--- config.mk ---
export PLATFORM = sky130hd
export DESIGN_NAME = pll_lock_monitor
export DESIGN_NICKNAME = d
export VERILOG_FILES = /design/src/rtl/pll_lock_monitor.sv
export SDC_FILE = /design/constraint.sdc
export NUM_CORES = 1
export LEC_CHECK = 0
export BUFFER_PORTS_ARGS = -buffer_cell sky130_fd_sc_hd__buf_2
export CAP_MARGIN = 0
export CORE_MARGIN = 5
export CORE_UTILIZATION = 43
export CTS_BUF_LIST = sky130_fd_sc_hd__clkbuf_2 sky130_fd_sc_hd__clkbuf_4 sky130_fd_sc_hd__clkbuf_8
export CTS_CLUSTER_SIZE = 24
export DETAILED_ROUTE_END_ITERATION = 12
export HOLD_SLACK_MARGIN = 0.12
export PLACE_DENSITY_LB_ADDON = 0.2
export REMOVE_ABC_BUFFERS = 1
export SETUP_SLACK_MARGIN = 0.5
export SLEW_MARGIN = 20
export SYNTH_ARGS = -nofsm -noshare
export SYNTH_HDL_FRONTEND = slang
export SYNTH_SLANG_ARGS = --single-unit
--- constraint.sdc ---
create_clock -name clk -period 4 [get_ports clk]
set_clock_uncertainty 0.2 [all_clocks]
set_input_delay 0.4 -clock clk [delete_from_list [all_inputs] [get_ports clk]]
set_output_delay 0.4 -clock clk [all_outputs]
set_load 0.03 [all_outputs]
--- src/rtl/pll_lock_monitor.sv ---
module pll_lock_monitor #(
  parameter int CLK_PS     = 2500,
  parameter int ACQ_PS     = 15000,
  parameter int LOSE_PS    = 25000,
  parameter int TMO_CNT    = 32,
  parameter int RUN_LOOSE  = 3,
  parameter int RUN_STRICT = 5
) (
  input  logic clk,
  input  logic rst_n,
  input  logic ref_div,
  input  logic fb_div,
  input  logic precise,
  output logic locked
);
  localparam int ACQ_LIM  = (ACQ_PS + CLK_PS - 1) / CLK_PS;
  localparam int LOSE_LIM = LOSE_PS / CLK_PS;
  localparam int CW       = $clog2(TMO_CNT + 1);
  localparam int RW       = $clog2(RUN_STRICT + 1);
  localparam logic [CW-1:0] ACQ_L  = CW'(ACQ_LIM);
  localparam logic [CW-1:0] LOSE_L = CW'(LOSE_LIM);
  localparam logic [CW-1:0] TMO_L  = CW'(TMO_CNT);
  localparam logic [RW-1:0] RUN_MAX = RW'(RUN_STRICT);

  logic [2:0]    ref_sh, fb_sh;
  logic          ref_rise, fb_rise;
  logic          waiting, lead_ref;
  logic [CW-1:0] cnt, err;
  logic          done, tmo, partner;
  logic          res_good, res_mid, res_bad;
  logic [RW-1:0] run, need;

  always_ff @(posedge clk or negedge rst_n)
    if (!rst_n) begin
      ref_sh <= '0;
      fb_sh  <= '0;
    end else begin
      ref_sh <= {ref_sh[1:0], ref_div};
      fb_sh  <= {fb_sh[1:0], fb_div};
    end

  assign ref_rise = ref_sh[1] & ~ref_sh[2];
  assign fb_rise  = fb_sh[1] & ~fb_sh[2];
  assign partner  = lead_ref ? fb_rise : ref_rise;

  always_comb begin
    done = 1'b0;
    tmo  = 1'b0;
    err  = '0;
    if (!waiting) begin
      done = ref_rise & fb_rise;
    end else if (partner) begin
      done = 1'b1;
      err  = cnt;
    end else if (cnt == TMO_L) begin
      done = 1'b1;
      tmo  = 1'b1;
    end
  end

  assign res_good = done && !tmo && (err < ACQ_L);
  assign res_bad  = done && (tmo || (err > LOSE_L));
  assign res_mid  = done && !res_good && !res_bad;
  assign need     = precise ? RW'(RUN_STRICT) : RW'(RUN_LOOSE);

  always_ff @(posedge clk or negedge rst_n)
    if (!rst_n) begin
      waiting  <= 1'b0;
      lead_ref <= 1'b0;
      cnt      <= '0;
    end else if (!waiting) begin
      if (ref_rise ^ fb_rise) begin
        waiting  <= 1'b1;
        lead_ref <= ref_rise;
        cnt      <= CW'(1);
      end
    end else if (done) begin
      waiting <= 1'b0;
    end else begin
      cnt <= cnt + 1'b1;
    end

  always_ff @(posedge clk or negedge rst_n)
    if (!rst_n) begin
      run    <= '0;
      locked <= 1'b0;
    end else if (res_good) begin
      if (run != RUN_MAX) run <= run + 1'b1;
      if (({1'b0, run} + 1'b1) >= {1'b0, need}) locked <= 1'b1;
    end else if (res_mid) begin
      run <= '0;
    end else if (res_bad) begin
      run    <= '0;
      locked <= 1'b0;
    end


  bad_clears_chk: assert property (@(posedge clk) disable iff (!rst_n)
    res_bad |=> !locked);

  mid_keeps_chk: assert property (@(posedge clk) disable iff (!rst_n)
    (locked && res_mid) |=> locked);

  run_restart_chk: assert property (@(posedge clk) disable iff (!rst_n)
    (res_mid || res_bad) |=> (run == '0));

  lock_cause_chk: assert property (@(posedge clk) disable iff (!rst_n)
    $rose(locked) |-> ($past(res_good) && (run >= need)));

  timeout_bound_chk: assert property (@(posedge clk) disable iff (!rst_n)
    waiting |-> (cnt <= TMO_L));

  lock_hold_chk: assert property (@(posedge clk) disable iff (!rst_n)
    (locked && !res_bad) |=> locked);
endmodule

**Yosys cells after proc, flatten, opt, wreduce, memory -nomap -nowiden**

Index checks and enable logic that the tools add are counted.

- Eq/ne operators: 6
- Bitwise logic cells: 7
- Muxes and demuxes: 23
- Reductions and logical operators: 16
- Add/sub/neg operators: 3
- Order comparisons: 3

Operator list:

| kind | number |
|---|---|
| $mux 6 | 5 |
| $mux 3 | 5 |
| $mux 1 | 13 |
| $add 6x1->6 const B | 1 |
| $eq 6x6->1 const B | 1 |
| $gt 6x4->1 const B | 1 |
| $lt 6x3->1 const B | 1 |
| $reduce_and 2->1 | 3 |
| $logic_and 1x1->1 | 5 |
| $add 3x1->4 const B | 1 |
| $ge 4x3->1 | 1 |
| $ne 2x1->1 const B | 2 |
| $ne 2x2->1 const B | 2 |
| $reduce_bool 2->1 | 2 |
| $add 3x1->3 const B | 1 |
| $and 1x1->1 | 3 |
| $logic_not 1->1 | 3 |
| $ne 3x3->1 const B | 1 |
| $not 1->1 | 3 |
| $reduce_and 3->1 | 1 |
| $reduce_bool 3->1 | 1 |
| $logic_or 1x1->1 | 1 |
| $xor 1x1->1 | 1 |

- Output and inout port bits: 1
- Register bits: 18
- Input port bits: 5
- Logic and storage cells: 65

**Depth between registers and ports, before layout**

- Word-level depth: 13
- Gate-level depth with buffers: 8
- Depth with buffers taken out: 7

**Least setup slack after synthesis**

Ideal clock, no wire load.

- Path kind: register to register
- From: reg cnt[3]
- To: reg cnt[5]
- Arrival: 1.451 ns
- Required time: 3.673 ns
- Buffers on the path: 1
- Library setup time: 0.127 ns
- Period minus slack after synthesis: 1.778 ns
- Path slack: 2.222 ns
- Stages on the path, launching flop included: 7
- Cells stage by stage: dfrtp_1 -> or3_1 -> o2111a_1 -> buf_6 -> nand4_1 -> xor2_1 -> nor2_1

- Cells in the longest elaborated chain, start to end: 6
- Elaborated cells between the ends (all ways): 9
- Classes of those cells: 1 x add/sub; 2 x eq/ne; 5 x mux; 1 x reduce/logical

Ends and longest elaborated chain:

| what | RTL line | text |
|---|---|---|
| start, declared | 28 | `logic [CW-1:0] cnt, err;` |
| start signal, assigned | 80 | `cnt <= cnt + 1'b1;` |
| $eq 6x6->1 | 55 | `end else if (cnt == TMO_L) begin` |
| $mux 1 | 55 |  |
| $mux 1 | 52 | `end else if (partner) begin` |
| $mux 1 | 50 | `if (!waiting) begin` |
| $ne 2x2->1 (no source line) | n/a |  |
| $reduce_and 2->1 (no source line) | n/a |  |

Parallel ways exist; a longest one is shown, timed or not. The select of a mux whose other input is x is not followed.
A chain may end at the register's enable or synchronous reset.

**Final worst setup path**

- From: reg cnt[0]
- To: reg cnt[4]

Same word-level chain as after synthesis.

==> qor.csv <==
metric,value,unit
timing.hold.worst.start,fb_sh[0],
ant_nets,0,
critical_path_start_end_classification,reg -> reg,
grt_overflow,0,
use_met1,13.9,%
die_height,56.5,um
clkTransAtPathRegs,100,ps
path_max_fanout,10,
synthDominantCellAreaShare,48.5,%
grt_use_met3,2.98,%
rsz0062_at_grt,false,
synth.cells.most_frequent,"sky130_fd_sc_hd__dfrtp_1, sky130_fd_sc_hd__nor2_1, sky130_fd_sc_hd__nand2_1",
cts.root.buffer_cell,sky130_fd_sc_hd__clkbuf_4,
num-fill-cells,180,
layout_setup_ws,1980,ps
crit-reg2reg-capture,cnt[4],
synthCells,90,
num_io_pins,6,
final_area,0.00103,mm^2
floorplan.die.width,56.5,um
ctsLongestPathBuffers,2,
firstDrtPassIters,4,
detail_route.vias_per_cell,5.13,
period_minus_slack,2020,ps
pwr_density_cell,640,mW/mm^2
grt_util_met2,13.9,%
slew_viol_final,0,
setup_viol,0,
synth_area_leaders,"sky130_fd_sc_hd__dfrtp_1, sky130_fd_sc_hd__ha_1, sky130_fd_sc_hd__xor2_1",
arrival_time_reported_for_the_critical_path_endpoint,2020,ps
antenna_cells_inserted,0,
worst_setup_ep_type,flop,
worstReg2RegStart,cnt[0],
tightest_slew,480,ps
grt_busiest_layer,met1,
synthArstFlopShare,100,%
max-cap-violations,0,
netlist_area_pre_place,928,um^2
flip_flop_and_latch_count_after_synthesis,18,
worstHoldPathCells,0,
r2r_cells,6,
tritoncts_clock_tree,yes,
critPathLaunchType,flop,
placed_cell_area,968,um^2
clock-sinks,18,
initial_utilization,46.4,%
period_share,50.6,%
cts_post_setup_buffers_inserted,0,
timing.critical_path.slowest_cell_delay,500,ps
coreArea,0.00200,mm^2
buffer_ports.inserted,5,
area_growth,11.5,%
max_clock_freq,494,MHz
critPathRequiredTime,3990,ps
timing.critical_path.slowest_stage_cell,sky130_fd_sc_hd__o2111a_1,
die_area,0.00319,mm^2
final-hold-violation-count,0,
cts_buffers,3,
hold-path-endpoint,fb_sh[1],
gp_congestion,0.789,
synth_area_leader_cell,sky130_fd_sc_hd__dfrtp_1,
r2r_slack,1980,ps
drt_wl_total,1450,um
pin_count_of_the_biggest_net_entering_global_routing,19,
setup_total_negative_slack,0,ps
num_rows,16,
peakVddDrop,309,uV
dpl_worst_slack,2000,ps
yosysUniqueCellTypes,31,
clock_latency,290,ps
route.detailed.drc,0,
dp_hpwl,1070,um
number_of_global_route_vias_before_repair,585,
grt_pass1_wl,2480,um
synth.avg_cell_area,10.3,um^2
final_net_count,111,
drive_above_1_share,15.2,%
h-tree-depth,1,
relSlewSlack,68.0,%
initial_antenna_violation_count,0,
synth.yosys.seq_area_share,48.5,%
multi_input_comb_area,437,um^2
synthMostInstantiatedCell,sky130_fd_sc_hd__dfrtp_1,
synth_enable_flop_cells,0,
static-leakage-power,0.489,nW
post_cts_resize_count,0,
status,completed,
synthesis.yosys.warnings,0,
min-delay-path-class,reg -> reg,
drt_first_iter_violations,11,
area.sequential,450,um^2
via_count,646,
post_synth_top_flop,sky130_fd_sc_hd__dfrtp_1,
wl_per_cell,11.5,um
grt_util_all_layers,9.88,%
number_of_hold_repair_buffers_added_at_the_cts_stage,3,
critical_path.cell_chain,"inv_1, ha_1, nand2_1, o2111a_1, nor2_1, a22o_2",
-- cells in the final DEF (no fill, tap or decap) --
cell / Yosys / layout
sky130_fd_sc_hd__a211oi_1: 1 / 1
sky130_fd_sc_hd__a21boi_0: 1 / 1
sky130_fd_sc_hd__a21o_1: 1 / 1
sky130_fd_sc_hd__a21oi_1: 5 / 5
sky130_fd_sc_hd__a21oi_2: 2 / 2
sky130_fd_sc_hd__a22o_2: 1 / 1
sky130_fd_sc_hd__a31oi_1: 2 / 2
sky130_fd_sc_hd__a32o_1: 1 / 1
sky130_fd_sc_hd__and3_2: 1 / 1
sky130_fd_sc_hd__buf_2: 0 / 5
sky130_fd_sc_hd__clkbuf_4: 0 / 3
sky130_fd_sc_hd__clkbuf_8: 0 / 1
sky130_fd_sc_hd__dfrtp_1: 18 / 18
sky130_fd_sc_hd__dlygate4sd3_1: 0 / 3
sky130_fd_sc_hd__ha_1: 6 / 6
sky130_fd_sc_hd__inv_1: 6 / 6
sky130_fd_sc_hd__mux2_2: 1 / 1
sky130_fd_sc_hd__nand2_1: 7 / 7
sky130_fd_sc_hd__nand3_1: 2 / 2
sky130_fd_sc_hd__nand3b_1: 1 / 1
sky130_fd_sc_hd__nand4_1: 2 / 2
sky130_fd_sc_hd__nor2_1: 9 / 9
sky130_fd_sc_hd__nor2_8: 1 / 1
sky130_fd_sc_hd__nor2b_1: 3 / 3
sky130_fd_sc_hd__nor3_1: 1 / 1
sky130_fd_sc_hd__o2111a_1: 1 / 1
sky130_fd_sc_hd__o21ai_0: 5 / 5
sky130_fd_sc_hd__o22a_1: 1 / 1
sky130_fd_sc_hd__o31ai_1: 1 / 1
sky130_fd_sc_hd__or3_1: 1 / 1
sky130_fd_sc_hd__or3b_1: 1 / 1
sky130_fd_sc_hd__xnor2_1: 1 / 1
sky130_fd_sc_hd__xor2_1: 4 / 4
-- cells by family (layout without fill, tap and decap cells) --
| family | count (synthesis) | count (layout) | synth area share, % |
|---|---|---|---|
| adders and majority gates | 6 | 6 | 8.09 |
| and+or+nand+nor | 29 | 29 | 16.8 |
| buffers and inverters | 9 | 18 | 4.45 |
| xor gates and xnor gates | 5 | 5 | 4.72 |
| DFF | 18 | 18 | 48.5 |
| AOI/OAI and AO/OA | 22 | 22 | 16.2 |
| muxes | 1 | 1 | 1.21 |
-- worst max-delay path, delay by kind of cell, from the launching register on --
family,cells,cell delay [ps]
fa+ha+maj,1,190
buf+inv,1,70
simple gates,2,210
compound gates,2,780
flops,1,470
-- per-layer routing --
metal,share of wire [%],wire length [um]
met1,54,777
met2,40,582
met3,6.1,89
met4,0,0
met5,0,0
-- state kept, by name, summed over array words and instances (netlist names) --
| signal | flops |
|---|---|
| lead_ref | 1 |
| cnt | 6 |
| waiting | 1 |
| locked | 1 |
| ref_sh | 3 |
| run | 3 |
| fb_sh | 3 |
-- stage by stage --
stage / hold WS, ps / power, mW / util, % / std cells
2_1_floorplan: -95.6 / 0.492 / - / 87
3_3_place_gp: 137 / 0.550 / 48.4 / 119
3_5_place_dp: 140 / 0.553 / 48.4 / 119
4_1_cts: 165 / 0.668 / 51.7 / 126
5_1_grt: 181 / 0.719 / 51.7 / 126
6_report: 162 / 0.663 / 51.7 / 126
-- final cells by class --
class                           count  area share, %
Tap cell                           27           3.26
Inverter                            6           2.18
Multi-Input combinational cell     63           42.2
Sequential cell                    18           43.5
Clock buffer                        4           3.51
Timing Repair Buffer                8           5.32
-- how the worst max path moves through the flow --
stage            from  endpoint  depth (start not counted)
5_1_grt        cnt[0]    cnt[3]                          7
2_1_floorplan  cnt[3]    cnt[5]                          5
4_1_cts        cnt[0]    cnt[3]                          7
6_report       cnt[0]    cnt[4]                          6
3_3_place_gp   cnt[0]    cnt[4]                          6
3_5_place_dp   cnt[0]    cnt[3]                          7
-- where the power goes --
| part | internal (mW) | switching (mW) |
|---|---|---|
| Clock | 0.0554 | 0.0567 |
| Combinational | 0.109 | 0.146 |
| Sequential | 0.232 | 0.0640 |
No activity file was read; power rests on OpenSTA's default activity.
